$ cat src/rtl/frac_enable_pkg.sv
package frac_enable_pkg;

    // Greatest common divisor, evaluated at elaboration.
    function automatic int unsigned gcd_u(input int unsigned a, input int unsigned b);
        int unsigned x;
        int unsigned y;
        int unsigned t;
        x = a;
        y = b;
        while (y != 0) begin
            t = x % y;
            x = y;
            y = t;
        end
        return x;
    endfunction

    // Bits needed to hold a phase value in 0 .. m-1 (at least one bit).
    function automatic int unsigned phase_width(input int unsigned m);
        return (m <= 2) ? 1 : $clog2(m);
    endfunction

endpackage

$ cat src/rtl/frac_phase_accum.sv
module frac_phase_accum #(
    parameter int unsigned INC = 7,
    parameter int unsigned MOD = 100,
    localparam int unsigned W  = frac_enable_pkg::phase_width(MOD)
) (
    input  logic         clk_i,
    input  logic         rst_ni,
    input  logic         srst_i,
    output logic         wrap_o,
    output logic [W-1:0] phase_o
);

    localparam logic [W:0] INC_X = (W+1)'(INC);
    localparam logic [W:0] MOD_X = (W+1)'(MOD);

    logic [W-1:0] phase_q;
    logic [W:0]   sum_x;
    logic [W:0]   next_x;

    // One bit wider than the phase so the sum cannot overflow before the compare.
    always_comb begin
        sum_x  = {1'b0, phase_q} + INC_X;
        wrap_o = (sum_x >= MOD_X);
        next_x = wrap_o ? (sum_x - MOD_X) : sum_x;
    end

    always_ff @(posedge clk_i or negedge rst_ni) begin
        if (!rst_ni) begin
            phase_q <= '0;
        end else if (srst_i) begin
            phase_q <= '0;
        end else begin
            phase_q <= next_x[W-1:0];
        end
    end

    assign phase_o = phase_q;

    a_r3_phase_in_range: assert property (@(posedge clk_i) disable iff (!rst_ni)
        {1'b0, phase_q} < MOD_X);

    a_r3_grows_without_wrap: assert property (@(posedge clk_i) disable iff (!rst_ni)
        (!srst_i && !wrap_o) |=> (phase_q > $past(phase_q)));

    a_r3_no_growth_on_wrap: assert property (@(posedge clk_i) disable iff (!rst_ni)
        (!srst_i && wrap_o) |=> (phase_q <= $past(phase_q)));

    a_r6_clear_phase: assert property (@(posedge clk_i) disable iff (!rst_ni)
        srst_i |=> (phase_q == '0));

endmodule

$ cat src/rtl/frac_pulse_reg.sv
module frac_pulse_reg (
    input  logic clk_i,
    input  logic rst_ni,
    input  logic srst_i,
    input  logic wrap_i,
    output logic pulse_o
);

    logic pulse_q;

    always_ff @(posedge clk_i or negedge rst_ni) begin
        if (!rst_ni) begin
            pulse_q <= 1'b0;
        end else begin
            pulse_q <= wrap_i && !srst_i;
        end
    end

    assign pulse_o = pulse_q;

    a_r6_clear_pulse: assert property (@(posedge clk_i) disable iff (!rst_ni)
        srst_i |=> !pulse_q);

    a_r2_low_in_reset: assert property (@(posedge clk_i)
        !rst_ni |-> !pulse_q);

endmodule

$ cat src/rtl/frac_enable_gen.sv
module frac_enable_gen #(
    parameter int unsigned BASE_HZ = 100_000_000,
    parameter int unsigned OUT_HZ  = 7_000_000
) (
    input  logic clk_i,
    input  logic rst_ni,
    input  logic srst_i,
    output logic pulse_o
);

    localparam int unsigned DIV_G = frac_enable_pkg::gcd_u(BASE_HZ, OUT_HZ);
    localparam int unsigned INC_N = (DIV_G == 0) ? 0 : OUT_HZ / DIV_G;
    localparam int unsigned MOD_M = (DIV_G == 0) ? 1 : BASE_HZ / DIV_G;
    localparam int unsigned W     = frac_enable_pkg::phase_width(MOD_M);

    generate
        if (OUT_HZ == 0 || OUT_HZ > BASE_HZ) begin : g_bad_ratio
            $error("frac_enable_gen: OUT_HZ must lie in 1 .. BASE_HZ");
        end
    endgenerate

    logic         wrap_w;
    logic [W-1:0] phase_w;

    frac_phase_accum #(
        .INC (INC_N),
        .MOD (MOD_M)
    ) accum_i (
        .clk_i   (clk_i),
        .rst_ni  (rst_ni),
        .srst_i  (srst_i),
        .wrap_o  (wrap_w),
        .phase_o (phase_w)
    );

    frac_pulse_reg pulse_i (
        .clk_i   (clk_i),
        .rst_ni  (rst_ni),
        .srst_i  (srst_i),
        .wrap_i  (wrap_w),
        .pulse_o (pulse_o)
    );

    // A pulse only ever follows an edge where the previous phase plus n reached m.
    a_r4_pulse_after_rollover: assert property (@(posedge clk_i) disable iff (!rst_ni)
        pulse_o |-> ((32'($past(phase_w)) + INC_N) >= MOD_M));

    generate
        if (INC_N == MOD_M) begin : g_full_rate
            a_r7_every_cycle: assert property (@(posedge clk_i) disable iff (!rst_ni)
                !srst_i |=> pulse_o);
        end
    endgenerate

endmodule

$ cat config.mk
export PLATFORM = sky130hd
export DESIGN_NAME = frac_enable_gen
export DESIGN_NICKNAME = d
export VERILOG_FILES = /design/src/rtl/frac_enable_pkg.sv /design/src/rtl/frac_phase_accum.sv /design/src/rtl/frac_pulse_reg.sv /design/src/rtl/frac_enable_gen.sv
export SDC_FILE = /design/constraint.sdc
export NUM_CORES = 1
export LEC_CHECK = 0
export BUFFER_PORTS_ARGS = -buffer_cell sky130_fd_sc_hd__buf_2
export CORE_AREA = 8 8 45 47
export CTS_CLUSTER_DIAMETER = 150
export CTS_CLUSTER_SIZE = 28
export DETAILED_ROUTE_END_ITERATION = 7
export DIE_AREA = 0 0 53 55
export SLEW_MARGIN = 30
export SYNTH_ARGS = -nofsm -noshare
export SYNTH_HDL_FRONTEND = slang
export SYNTH_SLANG_ARGS = --single-unit
export TNS_END_PERCENT = 50
$ cat constraint.sdc
create_clock -name clk_i -period 2.5 [get_ports clk_i]
set_clock_uncertainty 0.1 [all_clocks]
set_input_delay 0.25 -clock clk_i [delete_from_list [all_inputs] [get_ports clk_i]]
set_output_delay 0.25 -clock clk_i [all_outputs]
set_load 0.02 [all_outputs]
== Word level (Yosys, flattened, before mapping) ==
Index checks and enable logic that the tools add are counted.

* Bits of input ports: 3
* Bits in registers: 8
* Output and inout port bits: 1

* Add/subtract/negate cells: 2
* Multiplexer cells: 2
* Reduce and logical (&&, ||, !) cells: 2
* Magnitude comparators: 1

{| class="wikitable"
|+ Operator list
! operator !! count
|-
| $mux W7 || 2
|-
| $add A7 B3 Y8 const B || 1
|-
| $ge A8 B7 Y1 const B || 1
|-
| $sub A7 B7 Y7 const B || 1
|-
| $logic_and A1 B1 Y1 || 1
|-
| $logic_not A1 Y1 || 1
|}

== Depth between registers and ports, before layout ==
* Word-level depth: 4
* Mapped depth: 9
* Mapped depth without buffers: 9

== Hierarchy ==
A second synthesis with hierarchy kept.

* Cells, all modules: 58
* Area total of the unflattened synthesis: 596.8 µm²

{| class="wikitable"
|+ By module, submodules not included
! module !! area each (µm²) !! times used !! cells each
|-
| frac_phase_accum || 558.0 || 1 || 56
|-
| frac_pulse_reg || 38.8 || 1 || 2
|}

== Least setup slack after synthesis ==
OpenSTA, ideal clock, no wires.

* Path type: register -> register
* Start: register accum_i.phase_q[2], in the netlist accum_i.phase_o[2]
* End: register accum_i.phase_q[2], in the netlist accum_i.phase_o[2]
* Arrival time: 2109 ps
* Slack: 166 ps
* Required time: 2275 ps
* Cell stages (with the launch flop): 8
* Cells stage by stage: dfrtp_1 nor3_1 xnor2_1 ha_1 a21boi_0 a32oi_4 a21oi_2 mux2_4

* Word-level cells in the longest chain between the ends: 4
* Elaborated cells on any way between the ends: 5
* Classes of those cells: add/sub (2); order compare (1); mux (2)

{| class="wikitable"
|+ RTL lines
! what !! line !! RTL
|-
| start: declaration || frac_phase_accum.sv:16 || <nowiki>logic [W-1:0] phase_q;</nowiki>
|-
| start signal: assignment || frac_phase_accum.sv:33 || <nowiki>phase_q <= next_x[W-1:0];</nowiki>
|-
| $add A7 B3 Y8 (*) || frac_phase_accum.sv:22 || <nowiki>sum_x = {1'b0, phase_q} + INC_X;</nowiki>
|-
| $sub A7 B7 Y7 or $ge A8 B7 Y1 (tied branches) || frac_phase_accum.sv:24, frac_phase_accum.sv:23 ||
|-
| $mux W7 (*) || frac_phase_accum.sv:24 || <nowiki>next_x = wrap_o ? (sum_x - MOD_X) : sum_x;</nowiki>
|-
| $mux W7 (*) || frac_phase_accum.sv:30 || <nowiki>end else if (srst_i) begin</nowiki>
|}

Mark *: on every way between the ends. The rest lies on a longest branch, timed or not.

== Worst setup path after layout ==
* Start: register accum_i.phase_q[1], in the netlist accum_i.phase_o[1]
* End: register accum_i.phase_q[2], in the netlist accum_i.phase_o[2]

The elaborated chain is that of the path after synthesis.

==> results.cfg <==
[status]
status = completed

[floorplan]
core_area_sq_um = 1384
boundaryPins = 4
start_util = 0.4204
die_area_sq_um = 2915
num_rows = 14
die_h_um = 55
die_x_um = 53

[finish]
finish.utilization = 0.5072
insertedDiodeCount = 0
fillerInstances = 131
area_growth_pct = 20.65
drive_above_1_share = 0.3108
nets = 83
final-instance-count-excl-fill = 90

[route]
vias = 476
drtPass1Iterations = 2
wl_met3_um = 6
totalWireLength_mm = 1.189
route.met2.wl_um = 638
met1_length_um = 544
route.detailed.drc = 0
drtAntennaViolNets = 0
wl_per_cell_um = 13.21
drtIter0Drc = 9
top_layer_used = met3
viasPerCell = 5.289

[place]
gp_congestion = 0.8377
io_buffers = 3
dp.cells = 86
dpl_worst_slack_ps = 159.8
hpwlAfterDp_um = 964.4

[synthesis]
syn_area_sq_um = 581.8
ys_ff_latch = 8
synth_fp_nets = 67
ys_seq_area_frac = 0.3441
yosysWarnings = 0
yosysUniqueCellTypes = 30
syn_inst = 60
syn_area_per_cell_sq_um = 9.697

[clock_network]
cts.sinks = 8
clkTransAtPathRegs_ps = 40
cts_tree = done
clkLatencyLatePin_ps = 240
clock_path_buffers = 2
numCtsBuffers = 3
cts_root_buf = clkbuf_4
cts-resized-gates = 0
htree_num_levels = 1

[setup_path]
worstSetupEndpointType = register
slowest_delay_ps = 380
start_kind = register
worstPathArrival_ps = 2380
critPathKind = register to register
worstPathRequired_ps = 2520
path_cells = nor3_1, xnor2_1, ha_1, a21boi_0, buf_4, a32oi_4, a21oi_2, mux2_4
cp_max_fo = 4
path_buf_inv = 1
slowest_stage = dfrtp_1
path_delay_family = compound AO/OA/AOI/OAI gates

[timing]
setup_violations = 0
finalCritPeriodShare = 0.9432
setup_ws_ps = 142.0
final_max_slew_viol_count = 0
fin_crit_ps = 2358
tns_ps = 0
fmax_mhz = 424.1
rsz0062_at_grt = false
tightest_slew_ps = 392.7
slew_headroom = 0.7363
hold_viol_final = 0

[global_routing]
grt_pass1_wl_mm = 2.007
first_global_vias = 476
grt_start_max_net_pins = 10
antenna_found_initial = 0
track_usage = 0.09241
grt_overflow = 0

[flow_run]
max_cap_violations = 0

[power]
powerDensity_nw_per_um2 = 687.5
peakVddDrop_mv = 0.3578
p_leak_uw = 0.0003283

[worst_hold_path]
hold_class = primary input to register
==> Yosys cell counts <==
cell type / number / area share
a211o_1: 2 / 0.030
a21boi_0: 1 / 0.013
a21boi_1: 1 / 0.013
a21o_2: 1 / 0.015
a21oi_1: 1 / 0.0086
a21oi_2: 1 / 0.015
a221oi_1: 1 / 0.015
a31oi_1: 2 / 0.022
a32oi_4: 1 / 0.047
and3_1: 3 / 0.032
buf_6: 1 / 0.019
clkbuf_1: 1 / 0.0064
dfrtp_1: 8 / 0.34
ha_1: 4 / 0.086
inv_1: 5 / 0.032
inv_2: 1 / 0.0064
mux2_4: 1 / 0.026
mux2i_1: 1 / 0.017
nand2_1: 2 / 0.013
nand3_1: 2 / 0.017
nand4_1: 2 / 0.022
nor2_1: 6 / 0.039
nor2b_2: 1 / 0.015
nor3_1: 1 / 0.0086
o2111a_1: 1 / 0.019
o21ai_1: 2 / 0.017
o21ai_2: 1 / 0.015
o311a_2: 1 / 0.019
or3_1: 2 / 0.022
xnor2_1: 3 / 0.045
==> flip-flops by register name, summed over array words and instances, names as in the netlist <==
register         cells
accum_i.phase_o      7
pulse_i.pulse_o      1
==> worst paths after layout <==
kind,startpoint,slack (ps),to,cells past startpoint
min in group asynchronous,rst_ni,310,accum_i.phase_o[3],2
hold reg to reg,accum_i.phase_o[0],490,accum_i.phase_o[0],2
setup / recovery,accum_i.phase_o[1],140,accum_i.phase_o[2],8
hold / removal,srst_i,200,accum_i.phase_o[0],2
max in group asynchronous,rst_ni,1830,accum_i.phase_o[2],2
setup reg to reg,accum_i.phase_o[1],140,accum_i.phase_o[2],8
==> area by class of cell <==
type,instances,area (sq um),share of cell area
Multi-Input combinational cell,44,344.1,0.4902
Sequential cell,8,200.2,0.2852
Timing Repair Buffer,13,92.59,0.1319
Clock buffer,3,22.52,0.03209
Inverter,6,22.52,0.03209
Tap cell,16,20.02,0.02852
==> metrics by stage <==
stage               cell area (sq um)  hold WS (ps)  total power (uW)
detailed placement              669.4        -4.762             389.4
global placement                669.4        -4.305             388.9
global route                    701.9         193.0             521.1
floorplan                       581.8        -145.6             317.4
CTS                             701.9         182.2             487.2
finish                          701.9         200.8             482.6
==> cell families after synthesis <==
family | count (synthesis) | synth area share
buffers and inverters | 8 | 0.06451
flip-flops | 8 | 0.3441
multiplexers | 2 | 0.04300
AND/OR/NAND/NOR | 19 | 0.1677
adder cells (fa/ha/maj) | 4 | 0.08602
AO/OA/AOI/OAI | 16 | 0.2495
XOR/XNOR | 3 | 0.04517
==> power breakdown <==
part,switching (uW),internal (uW),total (uW)
Combinational,118,106,224
Sequential,19.6,148,168
Clock,36.5,54.4,90.9
==> worst reg2reg max path, delay by kind of cell (launching register included) <==
kind,cells,cell delay (ps)
adder cells (fa/ha/maj),1,230
XOR/XNOR,1,270
AND/OR/NAND/NOR,1,340
buffers and inverters,1,140
flip-flops,1,380
AO/OA/AOI/OAI,3,460
multiplexers,1,310
==> layout by cell type, fill, tap and decap left out, types with 2 or more instances in the layout <==
master    n
o21ai_1   2
clkbuf_4  3
nand2_1   2
a31oi_1   2
buf_2     3
xnor2_1   3
nand4_1   2
dfrtp_1   8
and3_1    3
buf_4     9
a211o_1   2
ha_1      4
inv_1     5
or3_1     2
nor2_1    6
nand3_1   2
==> per-layer routing <==
layer	up-vias	track usage
li1	248	-
met1	227	0.09443
met2	1	0.1738
met3	0	0.01070
met4	0	0.06034
met5	-	0
==> timing repair <==
| action | 4_1_cts | 5_1_grt |
|---|---|---|
| hold buffers | 1 | 0 |
| hold endpoints to repair | 8 | 0 |
| setup buffers | 0 | 0 |
(Power assumes the default switching activity.)
